<file path="config.mk">
export PLATFORM = sky130hd
export DESIGN_NAME = lrom_ctrl
export DESIGN_NICKNAME = d
export VERILOG_FILES = /design/src/rtl/lrom_pkg.sv /design/src/rtl/lrom_regs.sv /design/src/rtl/lrom_decode.sv /design/src/rtl/lrom_rdpath.sv /design/src/rtl/lrom_ctrl.sv
export SDC_FILE = /design/constraint.sdc
export NUM_CORES = 1
export LEC_CHECK = 0
export BUFFER_PORTS_ARGS = -buffer_cell sky130_fd_sc_hd__buf_2
export CELL_PAD_IN_SITES_DETAIL_PLACEMENT = 0
export CELL_PAD_IN_SITES_GLOBAL_PLACEMENT = 1
export CORE_AREA = 2 2 136 138
export CTS_CLUSTER_DIAMETER = 100
export DETAILED_ROUTE_END_ITERATION = 16
export DIE_AREA = 0 0 138 140
export GPL_TIMING_DRIVEN = 1
export PLACE_DENSITY_LB_ADDON = 0.1
export SETUP_SLACK_MARGIN = 0.2
export SKIP_CTS_REPAIR_TIMING = 1
export SLEW_MARGIN = 10
export SYNTH_ARGS = -nofsm -noshare
export SYNTH_HDL_FRONTEND = slang
export SYNTH_HIERARCHICAL = 1
export SYNTH_SLANG_ARGS = --single-unit
</file>
<file path="constraint.sdc">
create_clock -name clk -period 2.48 [get_ports clk]
set_input_delay 0.124 -clock clk [delete_from_list [all_inputs] [get_ports clk]]
set_output_delay 0.124 -clock clk [all_outputs]
set_load 0.01 [all_outputs]
</file>
<file path="src/rtl/lrom_pkg.sv">
// Shared definitions for the relocatable ROM controller.
// Assumes a 32-bit byte address space and 32-bit array words.
package lrom_pkg;

    localparam int LROM_AW  = 32;
    localparam int LROM_DW  = 32;
    localparam int NUM_BUS  = 2;

    // Owner encoding matches bit 1 of the control word.
    typedef enum logic {
        BUS_INSN = 1'b0,
        BUS_DATA = 1'b1
    } lrom_bus_e;

    // Decoded control word.
    typedef struct packed {
        logic [LROM_AW-1:0] base;
        lrom_bus_e          owner;
        logic               valid;
    } lrom_cfg_t;

    // Supported array sizes in bytes.
    function automatic logic size_supported(input int bytes);
        return (bytes == 512)   || (bytes == 1024)  || (bytes == 2048) ||
               (bytes == 4096)  || (bytes == 8192)  || (bytes == 16384) ||
               (bytes == 32768);
    endfunction

endpackage

</file>
<file path="src/rtl/lrom_regs.sv">
// Control word storage.
// Holds the base, owner and enable fields. The base is masked to the array
// size alignment on every load. The preload comes from configuration pins
// while reset is held. Assumes ROM_BYTES is a power of two from 512 to 32768.
module lrom_regs
    import lrom_pkg::*;
#(
    parameter int ROM_BYTES = 4096
) (
    input  logic               clk,
    input  logic               rst_n,
    input  logic [LROM_AW-1:0] cfg_ctrl,
    input  logic               reg_we,
    input  logic [LROM_AW-1:0] reg_wdata,
    output lrom_cfg_t          cfg,
    output logic [LROM_AW-1:0] reg_rdata
);

    localparam int              OFF_W     = $clog2(ROM_BYTES);
    localparam logic [LROM_AW-1:0] BASE_MASK = ~((LROM_AW'(1) << OFF_W) - LROM_AW'(1));

    // Turns a raw control word into its aligned fields.
    function automatic lrom_cfg_t decode_word(input logic [LROM_AW-1:0] w);
        lrom_cfg_t c;
        c.base  = w & BASE_MASK;
        c.owner = lrom_bus_e'(w[1]);
        c.valid = w[0];
        return c;
    endfunction

    // Preload from pins during reset, otherwise take register writes.
    always_ff @(posedge clk) begin
        if (!rst_n) begin
            cfg <= decode_word(cfg_ctrl);
        end else if (reg_we) begin
            cfg <= decode_word(reg_wdata);
        end
    end

    // Rebuild the stored word for readback; unused bits read zero.
    always_comb begin
        reg_rdata    = cfg.base;
        reg_rdata[1] = cfg.owner;
        reg_rdata[0] = cfg.valid;
    end

endmodule

</file>
<file path="src/rtl/lrom_decode.sv">
// Per-bus address decoder.
// Claims a request when the region is enabled, this bus owns it and the
// address falls inside the aligned region. Everything else is handed on
// with the address unchanged. Assumes the stored base is already aligned.
module lrom_decode
    import lrom_pkg::*;
#(
    parameter int        ROM_BYTES = 4096,
    parameter lrom_bus_e PORT_ID   = BUS_INSN,
    localparam int       OFF_W     = $clog2(ROM_BYTES),
    localparam int       WORD_AW   = OFF_W - 2
) (
    input  logic               req,
    input  logic [LROM_AW-1:0] addr,
    input  logic               wr,
    input  lrom_cfg_t          cfg,
    output logic               hit,
    output logic               rd_hit,
    output logic               wr_hit,
    output logic [WORD_AW-1:0] word_idx,
    output logic               fwd_req,
    output logic [LROM_AW-1:0] fwd_addr
);

    localparam logic [LROM_AW-1:0] BASE_MASK = ~((LROM_AW'(1) << OFF_W) - LROM_AW'(1));

    logic region_match;
    logic owned;

    // Compare the upper address bits with the stored base.
    always_comb begin
        region_match = ((addr & BASE_MASK) == cfg.base);
        owned        = cfg.valid && (cfg.owner == PORT_ID);
    end

    // Produce the claim, split by direction, and the forward path.
    always_comb begin
        hit      = req && owned && region_match;
        rd_hit   = hit && !wr;
        wr_hit   = hit && wr;
        word_idx = addr[OFF_W-1:2];
        fwd_req  = req && !hit;
        fwd_addr = addr;
    end

endmodule

</file>
<file path="src/rtl/lrom_rdpath.sv">
// Array access and response timing.
// Enables the array on a read hit from either bus and registers one
// response strobe per bus and one write error strobe. Assumes at most one
// bus hits per cycle, which the owner field guarantees.
module lrom_rdpath
    import lrom_pkg::*;
#(
    parameter int  ROM_BYTES = 4096,
    localparam int WORD_AW   = $clog2(ROM_BYTES) - 2
) (
    input  logic                              clk,
    input  logic                              rst_n,
    input  logic [NUM_BUS-1:0]                rd_hit,
    input  logic [NUM_BUS-1:0]                wr_hit,
    input  logic [NUM_BUS-1:0][WORD_AW-1:0]   word_idx,
    input  logic [LROM_DW-1:0]                rom_rdata,
    output logic                              rom_en,
    output logic [WORD_AW-1:0]                rom_addr,
    output logic [NUM_BUS-1:0]                rvalid,
    output logic [NUM_BUS-1:0][LROM_DW-1:0]   rdata,
    output logic                              err
);

    logic err_q;

    // Steer the word index of the claiming bus onto the array port.
    always_comb begin
        rom_en   = |rd_hit;
        rom_addr = '0;
        for (int b = 0; b < NUM_BUS; b++) begin
            if (rd_hit[b]) begin
                rom_addr = word_idx[b];
            end
        end
    end

    for (genvar b = 0; b < NUM_BUS; b++) begin : g_resp
        logic rv_q;

        // Delay the read claim by one cycle to match the array latency.
        always_ff @(posedge clk) begin
            if (!rst_n) begin
                rv_q <= 1'b0;
            end else begin
                rv_q <= rd_hit[b];
            end
        end

        assign rvalid[b] = rv_q;
        assign rdata[b]  = rv_q ? rom_rdata : '0;
    end

    // One-cycle error strobe for a write into the read-only region.
    always_ff @(posedge clk) begin
        if (!rst_n) begin
            err_q <= 1'b0;
        end else begin
            err_q <= |wr_hit;
        end
    end

    assign err = err_q;

endmodule

</file>
<file path="src/rtl/lrom_ctrl.sv">
// Relocatable ROM controller top.
// Ties the control word, one decoder per processor-side bus and the shared
// read path together. The instruction bus carries reads only. Assumes the
// array returns data one clock after rom_en.
module lrom_ctrl
    import lrom_pkg::*;
#(
    parameter int  ROM_BYTES = 4096,
    localparam int WORD_AW   = $clog2(ROM_BYTES) - 2
) (
    input  logic               clk,
    input  logic               rst_n,
    input  logic [31:0]        cfg_ctrl,
    input  logic               reg_we,
    input  logic [31:0]        reg_wdata,
    output logic [31:0]        reg_rdata,
    input  logic               i_req,
    input  logic [31:0]        i_addr,
    output logic               i_hit,
    output logic               i_rvalid,
    output logic [31:0]        i_rdata,
    output logic               i_fwd_req,
    output logic [31:0]        i_fwd_addr,
    input  logic               d_req,
    input  logic [31:0]        d_addr,
    input  logic               d_wr,
    output logic               d_hit,
    output logic               d_rvalid,
    output logic [31:0]        d_rdata,
    output logic               d_err,
    output logic               d_fwd_req,
    output logic [31:0]        d_fwd_addr,
    output logic               d_fwd_wr,
    output logic               rom_en,
    output logic [WORD_AW-1:0] rom_addr,
    input  logic [31:0]        rom_rdata
);

    lrom_cfg_t                             cfg;
    logic [NUM_BUS-1:0]                    req_v;
    logic [NUM_BUS-1:0]                    wr_v;
    logic [NUM_BUS-1:0][LROM_AW-1:0]       addr_v;
    logic [NUM_BUS-1:0]                    hit_v;
    logic [NUM_BUS-1:0]                    rd_hit_v;
    logic [NUM_BUS-1:0]                    wr_hit_v;
    logic [NUM_BUS-1:0][WORD_AW-1:0]       idx_v;
    logic [NUM_BUS-1:0]                    fwd_req_v;
    logic [NUM_BUS-1:0][LROM_AW-1:0]       fwd_addr_v;
    logic [NUM_BUS-1:0]                    rvalid_v;
    logic [NUM_BUS-1:0][LROM_DW-1:0]       rdata_v;

    // Gather both buses into indexed vectors; fetches never write.
    always_comb begin
        req_v[BUS_INSN]  = i_req;
        req_v[BUS_DATA]  = d_req;
        addr_v[BUS_INSN] = i_addr;
        addr_v[BUS_DATA] = d_addr;
        wr_v[BUS_INSN]   = 1'b0;
        wr_v[BUS_DATA]   = d_wr;
    end

    lrom_regs #(
        .ROM_BYTES (ROM_BYTES)
    ) u_regs (
        .clk       (clk),
        .rst_n     (rst_n),
        .cfg_ctrl  (cfg_ctrl),
        .reg_we    (reg_we),
        .reg_wdata (reg_wdata),
        .cfg       (cfg),
        .reg_rdata (reg_rdata)
    );

    for (genvar b = 0; b < NUM_BUS; b++) begin : g_bus
        lrom_decode #(
            .ROM_BYTES (ROM_BYTES),
            .PORT_ID   (lrom_bus_e'(1'(b)))
        ) u_dec (
            .req      (req_v[b]),
            .addr     (addr_v[b]),
            .wr       (wr_v[b]),
            .cfg      (cfg),
            .hit      (hit_v[b]),
            .rd_hit   (rd_hit_v[b]),
            .wr_hit   (wr_hit_v[b]),
            .word_idx (idx_v[b]),
            .fwd_req  (fwd_req_v[b]),
            .fwd_addr (fwd_addr_v[b])
        );
    end

    lrom_rdpath #(
        .ROM_BYTES (ROM_BYTES)
    ) u_rd (
        .clk       (clk),
        .rst_n     (rst_n),
        .rd_hit    (rd_hit_v),
        .wr_hit    (wr_hit_v),
        .word_idx  (idx_v),
        .rom_rdata (rom_rdata),
        .rom_en    (rom_en),
        .rom_addr  (rom_addr),
        .rvalid    (rvalid_v),
        .rdata     (rdata_v),
        .err       (d_err)
    );

    // Spread the per-bus results back onto the named ports.
    always_comb begin
        i_hit      = hit_v[BUS_INSN];
        i_rvalid   = rvalid_v[BUS_INSN];
        i_rdata    = rdata_v[BUS_INSN];
        i_fwd_req  = fwd_req_v[BUS_INSN];
        i_fwd_addr = fwd_addr_v[BUS_INSN];
        d_hit      = hit_v[BUS_DATA];
        d_rvalid   = rvalid_v[BUS_DATA];
        d_rdata    = rdata_v[BUS_DATA];
        d_fwd_req  = fwd_req_v[BUS_DATA];
        d_fwd_addr = fwd_addr_v[BUS_DATA];
        d_fwd_wr   = d_wr;
    end

endmodule

</file>
==> results.py <==
metrics = {
    "outcome": {
        "outcome": "complete, but fails checks",
        "violations": "negative setup slack",
    },
    "timing": {
        "tightest_slew_ns": 0.830,
        "setup_slack_ns": -0.00823,
        "fin_skew_ns": 0.0122,
        "fin_tns_setup_ns": -0.00823,
        "finalCritPeriodShare_pct": 100,
        "maxSlewViolCount": 0,
        "period_minus_slack_ns": 2.49,
        "rsz0062_at_grt": "true",
        "relSlewSlack_pct": 44.6,
        "whs_ns": 0.140,
        "setup_viol": 1,
        "max_freq_mhz": 402,
        "hold_viol": 0,
    },
    "grt": {
        "grt_first_pass_wirelength_um": 15200,
        "gr-total-overflow": 0,
        "grt_pass1_vias": 2846,
        "antenna_found_initial": 0,
        "grt_max_degree": 34,
        "grtUsageTotal_pct": 9.99,
    },
    "cells_and_area": {
        "drive_gt1_share_pct": 66.4,
        "area_growth_pct": 35.5,
        "fin_nets": 720,
        "num_antenna_cells": 0,
        "utilization_pct": 24.2,
        "final_area_sq_um": 4300,
    },
    "floorplanning": {
        "num_rows": 49,
        "coreArea_sq_um": 17800,
        "io_pins": 345,
        "die_width_um": 138,
        "die-height_um": 140,
        "start_util_pct": 17.8,
        "dieArea_sq_um": 19300,
    },
    "route": {
        "viasPerCell": 3.65,
        "postRouteAntennaNets": 0,
        "drt_iter0_markers": 43,
        "dr_total_vias": 2851,
        "first_pass_iters": 4,
        "wl_per_cell_um": 13.2,
        "totalWireLength_um": 10400,
        "route.detailed.drc": 0,
    },
    "synth": {
        "synth_common_cells": "131 x buf_4, 66 x and2_1, 37 x xor2_1, 22 x edfxtp_1, 22 x mux2_2",
        "synth-xor-area-share_pct": 11.3,
        "synth-compound-area-share_pct": 3.24,
        "yosysWarnings": 6,
        "synthTopCellsByArea": "buf_4 31%, edfxtp_1 21%, and2_1 13%",
        "synth_fa_ha_area_share_pct": 0,
        "synth_area_sq_um": 3170,
        "muxShareOfSynthArea_pct": 7.82,
        "synth_area_leader_cell": "buf_4",
        "synthFlopType": "edfxtp_1",
        "synth_edf_count": 22,
        "synth_top_family_by_area": "buffers and inverters",
        "netlist_instances": 348,
        "synth-seq-cells": 25,
        "synthSimpleGateAreaFrac_pct": 21.4,
        "yosys.cell_types.count": 32,
        "avgSynthCellArea_sq_um": 9.11,
        "post-synth-top-count-cell": "buf_4",
        "ys_seq_area_share_pct": 22.7,
        "yosysTopAreaCellShare_pct": 31.0,
        "async_flop_share_pct": 0,
    },
    "hold_path": {
        "hold_class": "in2reg",
        "hp-start": "cfg_ctrl[13]",
    },
    "cts": {
        "clock_path_buffers": 2,
        "cts.sink_count": 25,
        "cts_tree": "yes",
        "path_clk_slew_ns": 0.08,
        "h-tree-depth": 1,
        "root_buffer": "clkbuf_16",
        "clock_latency_ns": 0.28,
        "cts_buffers": 3,
    },
    "power_and_ir_drop": {
        "leakage_nw": 2.34,
        "p_per_area_nw_per_um2": 333,
        "peakVddDrop_uv": 241,
        "power_mw": 1.43,
    },
    "worst_setup_path": {
        "crit_path_end_kind": "output pin",
        "regToRegSetupSlack_ns": 0.54,
        "r2r_start": "u_regs/cfg[21]",
        "cp-startpoint": "u_regs/cfg[21]",
        "cp_data_required_time_ns": 2.36,
        "cp_data_arrival_time_ns": 2.36,
        "critPathKind": "reg2out",
        "path_max_fanout": 8,
        "start_kind": "flip-flop",
    },
    "placement": {
        "dpl_cell_area_sq_um": 4100,
        "place_congestion": 0.726,
        "hpwl_um": 9110,
        "port_buffers": 306,
    },
    "job": {
        "maxCapViolations": 0,
    },
}
cell usage in the layout, fill, tap and decap left out, types with 4 or more instances in the layout:
cell and n:
edfxtp_1 22, buf_4 10, a22o_1 8, conb_1 24, nand2_1 6, buf_6 4
and2_1 66, nor4_1 4, buf_2 306, xor2_1 36, mux2_2 22, nor4_2 8
report_power, final:
| part | switching, mW | leakage (nW) | internal [mW] | total [mW] |
|---|---|---|---|---|
| sequential | 0.0443 | 0.248 | 0.507 | 0.552 |
| clock | 0.185 | 0.0371 | 0.221 | 0.405 |
| combinational | 0.239 | 2.05 | 0.236 | 0.475 |
| total | 0.468 | 2.34 | 0.964 | 1.43 |
cell type report:
type,count,area (sq um)
clock inverters,1,7.51
flip-flops and latches,25,721
clock buffers,3,75.1
well taps,229,287
repair buffers,320,1650
fillers,2016,13500
inverters,2,7.51
multi-input cells,202,1550
sequential cells by signal, summed over array words and instances, names as in the netlist:
signal and flops:
u_rd/g_resp.rv_q 2, u_rd/err 1, u_regs/cfg 22
critical path, cell delays in order, from the launching register on:
cell and delay [ns]:
edfxtp_1 0.44, xor2_1 0.19, nor4_4 0.29, buf_4 0.16, nand4_1 0.18, nor3_2 0.30, nor2b_2 0.07, buf_6 0.14
a22o_1 0.19, buf_2 0.14
metrics by stage:
step	setup WS (ns)	std cells
finish	-0.00823	782
global placement	0.128	774
detailed placement	0.0928	774
global route	-0.169	782
CTS	-0.243	778
floorplan	0.331	370
worst paths after layout:
path                               to  cells after the start
setup / recovery          rom_addr[4]                      9
hold / removal         u_regs/cfg[15]                      2
setup reg to reg  u_rd/g_resp[1].rv_q                      7
hold reg to reg              u_rd/err                      5
cells by family after synthesis:
logic type | count (synthesis)
buffers and inverters | 143
XOR/XNOR | 40
AO/OA/AOI/OAI | 13
AND/OR/NAND/NOR | 103
flip-flops | 25
other | 2
multiplexers | 22
per-layer routing:
layer / GRT usage (%) / vias up / part of all wire, %
met1: 10.7 / 1264 / 36
met5: 0 / - / 0
li1: - / 1399 / -
met3: 2.60 / 8 / 9.1
met2: 19.5 / 180 / 53
met4: 2.20 / 0 / 1.0
Power figures use the tool's default switching activity.
